### config.mk
export PLATFORM = sky130hd
export DESIGN_NAME = smt_issue_prio
export DESIGN_NICKNAME = d
export VERILOG_FILES = /design/src/rtl/smt_prio_pkg.sv /design/src/rtl/smt_prio_tracker.sv /design/src/rtl/smt_slot_alloc.sv /design/src/rtl/smt_issue_prio.sv
export SDC_FILE = /design/constraint.sdc
export NUM_CORES = 1
export LEC_CHECK = 0
export ABC_AREA = 1
export ABC_CLOCK_PERIOD_IN_PS = 6150
export CELL_PAD_IN_SITES_DETAIL_PLACEMENT = 0
export CELL_PAD_IN_SITES_GLOBAL_PLACEMENT = 2
export CORE_ASPECT_RATIO = 1.1
export CORE_MARGIN = 2
export CORE_UTILIZATION = 33
export DETAILED_ROUTE_END_ITERATION = 12
export PLACE_DENSITY = 0.89
export SLEW_MARGIN = 25
export SYNTH_ARGS = -nofsm -noshare
export SYNTH_HDL_FRONTEND = slang
export SYNTH_HIERARCHICAL = 1
export SYNTH_SLANG_ARGS = --single-unit
### constraint.sdc
create_clock -name clk -period 6.15 [get_ports clk]
set_clock_uncertainty 0.15 [all_clocks]
set_input_delay 1.5375 -clock clk [delete_from_list [all_inputs] [get_ports clk]]
set_output_delay 1.5375 -clock clk [all_outputs]
set_load 0.02 [all_outputs]
### src/rtl/smt_prio_pkg.sv
package smt_prio_pkg;
  localparam int RDY_W   = 2;
  localparam int SLOTS   = 2;
  localparam int DELTA_W = 8;
  typedef logic [RDY_W-1:0] cnt_t;
endpackage

### src/rtl/smt_prio_tracker.sv
module smt_prio_tracker #(
  parameter int DW = smt_prio_pkg::DELTA_W
) (
  input  logic clk,
  input  logic rst_n,
  input  logic mp_valid,
  input  logic mp_tid,
  output logic prio_active,
  output logic crit_tid
);
  localparam logic signed [DW-1:0] D_MAX = {1'b0, {(DW-1){1'b1}}};
  localparam logic signed [DW-1:0] D_MIN = {1'b1, {(DW-1){1'b0}}};
  localparam logic signed [DW-1:0] D_ONE = {{(DW-1){1'b0}}, 1'b1};

  logic signed [DW-1:0] delta_q, delta_d;
  logic fast_q, fast_d, lead_tid, upd_en;

  assign upd_en = mp_valid;

  always_comb begin
    delta_d  = delta_q;
    fast_d   = fast_q;
    lead_tid = fast_q;
    if (mp_valid) begin
      lead_tid = (delta_q == '0) ? mp_tid : fast_q;
      fast_d   = lead_tid;
      if (mp_tid == lead_tid) begin
        if (delta_q != D_MAX) delta_d = delta_q + D_ONE;
      end else begin
        if (delta_q != D_MIN) delta_d = delta_q - D_ONE;
      end
    end
  end

  always_ff @(posedge clk or negedge rst_n) begin
    if (!rst_n) begin
      delta_q <= '0;
      fast_q  <= 1'b0;
    end else if (upd_en) begin
      delta_q <= delta_d;
      fast_q  <= fast_d;
    end
  end

  assign prio_active = !delta_q[DW-1] && (delta_q != '0);
  assign crit_tid    = ~fast_q;

  // zero difference reloads the fast ID from the reporter
  assert_load_fast_R4: assert property (@(posedge clk) disable iff (!rst_n)
    (mp_valid && delta_q == '0) |=> (fast_q == $past(mp_tid) && delta_q == D_ONE));
  // a report from the fast thread counts up by one
  assert_step_up_R5: assert property (@(posedge clk) disable iff (!rst_n)
    (mp_valid && delta_q != '0 && delta_q != D_MAX && mp_tid == fast_q)
    |=> (delta_q == $past(delta_q) + D_ONE));
  // no pulse leaves the state untouched
  assert_hold_R5: assert property (@(posedge clk) disable iff (!rst_n)
    !mp_valid |=> ($stable(delta_q) && $stable(fast_q)));
  // the upper limit holds
  assert_sat_hi_R8: assert property (@(posedge clk) disable iff (!rst_n)
    (mp_valid && delta_q == D_MAX && mp_tid == fast_q) |=> (delta_q == D_MAX));
endmodule

### src/rtl/smt_slot_alloc.sv
module smt_slot_alloc
  import smt_prio_pkg::*;
(
  input  cnt_t rdy0,
  input  cnt_t rdy1,
  input  logic prio_active,
  input  logic crit_tid,
  output cnt_t grant0,
  output cnt_t grant1
);
  localparam cnt_t FULL = cnt_t'(SLOTS);

  cnt_t clamp [2];
  cnt_t gnt [2];

  // counts above the issue width are clipped
  assign clamp[0] = (rdy0 > FULL) ? FULL : rdy0;
  assign clamp[1] = (rdy1 > FULL) ? FULL : rdy1;

  always_comb begin
    gnt[0] = clamp[0];
    gnt[1] = clamp[1];
    if (prio_active && clamp[crit_tid] == FULL) begin
      gnt[crit_tid]  = FULL;
      gnt[~crit_tid] = '0;
    end else if (clamp[0] != '0 && clamp[1] != '0) begin
      gnt[0] = cnt_t'(1);
      gnt[1] = cnt_t'(1);
    end
  end

  assign grant0 = gnt[0];
  assign grant1 = gnt[1];
endmodule

### src/rtl/smt_issue_prio.sv
module smt_issue_prio
  import smt_prio_pkg::*;
(
  input  logic       clk,
  input  logic       rst_n,
  input  logic       mp_valid,
  input  logic       mp_tid,
  input  logic [1:0] rdy_cnt0,
  input  logic [1:0] rdy_cnt1,
  output logic [1:0] grant0,
  output logic [1:0] grant1
);
  logic prio_active, crit_tid;

  smt_prio_tracker #(.DW(DELTA_W)) u_track (
    .clk(clk), .rst_n(rst_n), .mp_valid(mp_valid), .mp_tid(mp_tid),
    .prio_active(prio_active), .crit_tid(crit_tid)
  );

  smt_slot_alloc u_alloc (
    .rdy0(rdy_cnt0), .rdy1(rdy_cnt1), .prio_active(prio_active),
    .crit_tid(crit_tid), .grant0(grant0), .grant1(grant1)
  );

  // never more than the issue width
  assert_width_R10: assert property (@(posedge clk) disable iff (!rst_n)
    ({1'b0, grant0} + {1'b0, grant1}) <= 3'd2);
  // no thread gets more than it has
  assert_le_ready_R10: assert property (@(posedge clk) disable iff (!rst_n)
    (grant0 <= rdy_cnt0) && (grant1 <= rdy_cnt1));
  // full critical thread takes both slots
  assert_prio_full_R6: assert property (@(posedge clk) disable iff (!rst_n)
    (prio_active && !crit_tid && rdy_cnt0[1]) |-> (grant0 == 2'd2 && grant1 == 2'd0));
  // balanced and both busy splits evenly
  assert_fair_R2: assert property (@(posedge clk) disable iff (!rst_n)
    (!prio_active && rdy_cnt0 != 2'd0 && rdy_cnt1 != 2'd0) |-> (grant0 == 2'd1 && grant1 == 2'd1));
endmodule

==> reports/qor.csv, run 1 <==
stage,metric,value,unit
synth,post-synthesis sequential area ratio,24.5,%
cells_and_area,Non-Filler Instances,173,
grt,initial antenna violation count,0,
sta,Pins Over Slew Limit,0,
sta,RSZ-0062 raised after global routing,no,
cts,Num CTS Buffers,3,
grt,first-pass GRT wire length,3270,µm
floorplanning,Die ar.,3230,µm²
power_and_ir_drop,Power Density,503,nW/µm²
min_path,worst min path class,flip-flop to flip-flop,
sta,setup violators final,0,
cts,clock-pin slew on the worst setup and hold paths,0.06,ns
synth,number of synthesized register bits,9,
synth,Synthesis Warnings,6,
synth,mapped cell area,921,µm²
min_path,Hold Path Sink,u_track/delta_q[2]$_DFFE_PN0P_,
cts,CTS root buf,clkbuf_4,
cells_and_area,share of cells above drive strength 1,17.9,%
cts,hold buffers post-CTS,0,
critical_path,cell mode on critical path,clkdlybuf4s50_1,
floorplanning,Rows,20,
cts,# resized after CTS,0,
cts,H-tree lvl count,1,
synth,Post-synth ARST share,100,%
synth,Main synth FF type,dfrtp_1,
place,port bufs,11,
synth,post-synthesis cell count,126,
sta,max_slew headroom,72.0,%
route,DRC viols,0,
min_path,Hold Path Origin,u_track/delta_q[2]$_DFFE_PN0P_,
grt,vias in the first global route,839,
sta,fin crit share,77.0,%
critical_path,Critical Path RT,4.46,ns
place,GP Congestion,0.756,
floorplanning,CORE AREA,2700,µm²
sta,setup ws final,1.42,ns
cts,clock latency on the worst-skew pair,0.26,ns
cts,post-CTS setup buffer count,0,
synth,"EDFF count, synth",0,
sta,setup_tns,0,ns
sta,Worst Tran Pin Value,0.419,ns
critical_path,Critical Path Sink Type,output pin,
critical_path,reg2reg start,u_track/delta_q[0]$_DFFE_PN0P_,
critical_path,"Largest stage delay, worst path",0.62,ns
sta,final worst path period need,4.73,ns
sta,f_max,211,MHz
route,via/cell ratio,4.80,
synth,Post-Syn Nets,141,
critical_path,critical path startpoint category,input pin,
grt,All-Layer GR Usage,14.1,%
min_path,Hold Crit Depth,2,
route,DR vias,831,
synth,syn_area_per_cell,7.31,µm²
route,Pre-antenna DRT Iters,4,
route,DRT iter0 DRCs,7,
cells_and_area,nets@finish,156,
power_and_ir_drop,Pleak,0.567,nW
cts,clk buf depth,2,
floorplanning,Initial Util,34.1,%
floorplanning,Die Span X,54.4,µm
power_and_ir_drop,peak supply drop,269,µV
critical_path,reg2reg end,u_track/delta_q[7]$_DFFE_PN0P_,
critical_path,"critical path fanouts, max",4,
cells_and_area,# diodes,0,
grt,GRT Residual Overflow,0,
flow_run,# Max-Cap Violations,0,
floorplanning,die height,59.4,µm
route,final WL,1890,µm
critical_path,R2R depth,17,
cts,Clock Sinks,9,
critical_path,R2R Setup Slk,3.65,ns
status,outcome,finished clean,
place,Inst Count DP,169,
floorplanning,io pins,12,
cells_and_area,Area growth syn-to-layout,18.1,%
cts,clock tree from TritonCTS,yes,
grt,largest net degree at the start of global routing,14,
place,DP HPWL,1560,µm
critical_path,Setup CP Type,input pin to output pin,
sta,Final Hold Fails,0,
route,Routed Antenna Nets,0,
critical_path,crit path DAT,3.05,ns
critical_path,critical path cell sequence,clkdlybuf4s50_1 > inv_2 > nand2_2 > nand3_4 > inv_1 > nor2_1 > clkdlybuf4s50_1,
critical_path,"Max stage delay cell, worst path",clkdlybuf4s50_1,
synth,Yosys cell types,26,
place,Post-Place Setup Slack,1.41,ns
route,Routed wire per std cell,10.9,µm
[worst max-delay path: cells and delay by family]
kind	cells	cell delay (ns)
and+or+nand+nor	3	0.25
buffers and inverters	4	1.25
[cells by family after synthesis]
logic type	Yosys count	share of synthesized area (%)
simple gates	70	40.6
buf+inv	20	8.97
compound gates	15	10.9
flops	9	24.5
fa+ha+maj	7	10.3
xor+xnor	5	4.76
[flip-flops by register name, indices dropped and copies added, names as in the netlist]
signal           cells
u_track/fast_q       1
u_track/delta_q      8
[layout make-up]
| cell class | instances | area [µm²] |
|---|---|---|
| clock buffers | 4 | 26.3 |
| repair buffers | 11 | 110 |
| well taps | 33 | 41.3 |
| multi-input cells | 97 | 613 |
| inverters | 19 | 71.3 |
| flip-flops and latches | 9 | 225 |
| fillers | 294 | 1620 |
[layer usage]
metal / routed length, µm / GRT usage (%) / vias up
met5: 0 / 0 / -
met4: 52 / 8.57 / 0
met3: 61 / 0.758 / 4
met2: 983 / 27.4 / 12
met1: 797 / 13.8 / 378
li1: - / - / 437
[Yosys cell counts (all sizes together), types with 4 or more instances]
master  number  area share [%]
ha           6             8.2
a21oi        5             2.7
nand4        4             2.7
o21ai        7             5.8
dfrtp        9              24
nand3       12              12
inv         19             7.7
nor2         8             4.3
nand2       44              21
xnor2        4             3.8
[worst max path at each step]
stage / from / to / slack [ns] / depth (start not counted)
floorplan: rdy_cnt1[1] / grant0[0] / 2.42 / 5
detailed placement: rdy_cnt1[1] / grant0[0] / 1.41 / 7
CTS: rdy_cnt1[1] / grant0[0] / 1.40 / 7
global placement: rdy_cnt1[1] / grant0[0] / 1.46 / 7
finish: rdy_cnt1[1] / grant0[0] / 1.42 / 7
global route: rdy_cnt1[1] / grant0[0] / 1.35 / 7
[cell usage in the layout (no fill, tap or decap), drive strengths merged, types with 4 or more instances in the layout]
cell / instances
nand3: 12
nand2: 44
o21ai: 7
dfrtp: 9
clkbuf: 4
nor2: 8
nand4: 4
a21oi: 5
inv: 19
ha: 6
xnor2: 4
clkdlybuf4s50: 11
[power breakdown]
group	internal [mW]	switching, mW	leakage (nW)
logic	0.164	0.216	0.441
clock network	0.0250	0.0204	0.0150
registers	0.0875	0.0337	0.111
[per-stage QoR]
step | area, µm² | hold slack [ns] | power (mW) | utilization, %
2_1_floorplan | 921 | 0.355 | 0.428 | -
4_1_cts | 1090 | 0.414 | 0.557 | 40.2
5_1_grt | 1090 | 0.436 | 0.616 | 40.2
3_3_place_gp | 1060 | 0.385 | 0.496 | 39.3
3_5_place_dp | 1060 | 0.400 | 0.509 | 39.3
6_report | 1090 | 0.409 | 0.547 | 40.2
Power figures use the tool's default switching activity.
==> run 2, diff against run 1 <==
- ABC_CLOCK_PERIOD_IN_PS: 6150 -> 3900
- CORE_UTILIZATION: 33 -> 28
- PLACE_DENSITY: 0.89 -> 0.81
- clock period: 6.15 -> 3.9 ns (I/O delays scaled with it)
==> reports/qor.csv, run 2 (synthesis gave the netlist of run 1 again) <==
stage,metric,value,unit,change
floorplanning,io pins,12,,unchanged
cts,clk buf depth,2,,unchanged
critical_path,"Max stage delay cell, worst path",clkdlybuf4s50_1,,
critical_path,"Largest stage delay, worst path",0.60,ns,-0.02 ns
grt,first-pass GRT wire length,3510,µm,+7.2%
place,DP HPWL,1540,µm,-1.3%
cells_and_area,share of cells above drive strength 1,17.9,%,unchanged
power_and_ir_drop,Pleak,0.567,nW,unchanged
cts,Clock Sinks,9,,unchanged
critical_path,Setup CP Type,input pin to output pin,,
cells_and_area,final instance area,1090,µm²,+0.11%
sta,fin crit share,91.2,%,
cts,post-CTS setup buffer count,0,,unchanged
floorplanning,Initial Util,29.7,%,-4.4 points
cts,CTS root buf,clkbuf_4,,
cts,hold buffers post-CTS,0,,unchanged
route,DRC viols,1,,+1
sta,setup violators final,0,,unchanged
critical_path,"critical path fanouts, max",4,,unchanged
floorplanning,die height,64.1,µm,+8.0%
cts,# resized after CTS,0,,unchanged
cts,clock-pin slew on the worst setup and hold paths,0.06,ns,about the same
floorplanning,Die ar.,3760,µm²,+17%
cells_and_area,biggest regs,"u_track/delta_q (8), u_track/fast_q (1)",,
sta,setup_tns,0,ns,unchanged
sta,Worst Tran Pin Value,0.415,ns,-0.00423 ns
place,port bufs,11,,unchanged
status,failing checks,DRC,,
critical_path,cell mode on critical path,clkdlybuf4s50_1,,
sta,final worst path period need,3.56,ns,
cells_and_area,# diodes,0,,unchanged
route,Routed Antenna Nets,0,,unchanged
route,Pre-antenna DRT Iters,8,,+4
sta,RSZ-0062 raised after global routing,no,,
critical_path,critical path startpoint category,input pin,,
grt,All-Layer GR Usage,11.8,%,-2.2 points
cells_and_area,Area growth syn-to-layout,18.2,%,
cells_and_area,max FFs per register,8,,unchanged
grt,vias in the first global route,876,,+4.4%
sta,max_slew headroom,72.3,%,+0.28 points
place,placed instance area,1060,µm²,+0.12%
place,GP Congestion,0.733,,-3.0%
floorplanning,Die Span X,58.7,µm,+7.9%
power_and_ir_drop,Power Density,798,nW/µm²,+59%
grt,largest net degree at the start of global routing,14,,unchanged
critical_path,Critical Path RT,2.77,ns,-1.69 ns
sta,Final Hold Fails,0,,unchanged
cells_and_area,final core occ,35.1,%,-5.1 points
cells_and_area,"commonest non-fill, non-tap cell in the layout",nand2_1,,
cells_and_area,Top reg by flops,u_track/delta_q,,
route,DR vias,821,,-1.2%
cts,Num CTS Buffers,3,,unchanged
critical_path,critical path cell sequence,clkdlybuf4s50_1 > inv_2 > nand2_2 > nand3_4 > inv_1 > nor2_1 > clkdlybuf4s50_1,,
cells_and_area,nets@finish,156,,unchanged
floorplanning,Rows,21,,+5.0%
route,Routed wire per std cell,10.9,µm,-0.89%
status,outcome,"complete, but fails checks",,
power_and_ir_drop,peak supply drop,343,µV,+27%
floorplanning,CORE AREA,3100,µm²,+15%
critical_path,crit path DAT,2.43,ns,-0.62 ns
grt,initial antenna violation count,0,,unchanged
cts,clock tree from TritonCTS,yes,,
route,via/cell ratio,4.72,,-1.8%
flow_run,# Max-Cap Violations,0,,unchanged
grt,GRT Residual Overflow,0,,unchanged
cells_and_area,most frequent cells in the layout,"nand2_1, inv_1, clkdlybuf4s50_1, dfrtp_1, nand3_1",,
cts,H-tree lvl count,1,,unchanged
cts,clock latency on the worst-skew pair,0.25,ns,about the same
route,DRT iter0 DRCs,24,,+17
min_path,worst min path class,flip-flop to flip-flop,,
sta,f_max,281,MHz,
critical_path,Critical Path Sink Type,output pin,,
sta,Pins Over Slew Limit,0,,unchanged
route,final WL,1890,µm,-0.32%
[run 2: cell counts in the layout (fill, tap and decap cells not counted)]
Identical to the previous run, type by type.
[run 2: stage by stage]
stage | power, mW | setup slack, ns | instances | hold slack, ns
2_1_floorplan | 0.675 | 1.29 | 126 | 0.355
3_5_place_dp | 0.803 | 0.331 | 170 | 0.388
6_report | 0.868 | 0.341 | 174 | 0.395
3_3_place_gp | 0.789 | 0.320 | 170 | 0.384
4_1_cts | 0.879 | 0.323 | 174 | 0.402
5_1_grt | 0.974 | 0.234 | 174 | 0.425
[run 2: layout make-up]
cell class / count / area (µm²)
repair buffers: 11 / 110
clock buffers: 4 / 26.3
multi-input cells: 97 / 613
flip-flops and latches: 9 / 225
well taps: 34 / 42.5
fillers: 335 / 2010
inverters: 19 / 71.3
[run 2: report_power, final]
group	switching, mW	leakage, nW	total, mW	internal (mW)
Sequential	0.0542	0.111	0.192	0.138
Combinational	0.346	0.441	0.604	0.259
Clock	0.0324	0.0150	0.0718	0.0394
Total	0.432	0.567	0.868	0.436
[run 2: critical path, delay by kind of cell]
kind          cells  cell delay, ns
buf+inv           4            1.23
simple gates      3            0.22
[run 2: worst paths after layout]
kind | from | end | slack (ns) | cells after the start
min in group asynchronous | rst_n | u_track/delta_q[3]$_DFFE_PN0P_ | 0.87 | 1
worst max-delay path | rdy_cnt1[1] | grant0[0] | 0.34 | 7
worst min register to register | u_track/delta_q[4]$_DFFE_PN0P_ | u_track/delta_q[4]$_DFFE_PN0P_ | 0.40 | 2
worst min-delay path | u_track/delta_q[4]$_DFFE_PN0P_ | u_track/delta_q[4]$_DFFE_PN0P_ | 0.40 | 2
max in group asynchronous | rst_n | u_track/delta_q[7]$_DFFE_PN0P_ | 2.45 | 1
worst max register to register | u_track/delta_q[0]$_DFFE_PN0P_ | u_track/delta_q[7]$_DFFE_PN0P_ | 1.30 | 17
[run 2: per-layer routing]
layer | routed length (µm) | GRT usage, % | vias up | share of wire [%]
met1 | 936 | 13.8 | 372 | 50
met4 | 12 | 4.26 | 0 | 0.64
li1 | - | - | 437 | -
met5 | 0 | 0 | - | 0
met2 | 886 | 21.2 | 10 | 47
met3 | 52 | 1.82 | 2 | 2.8
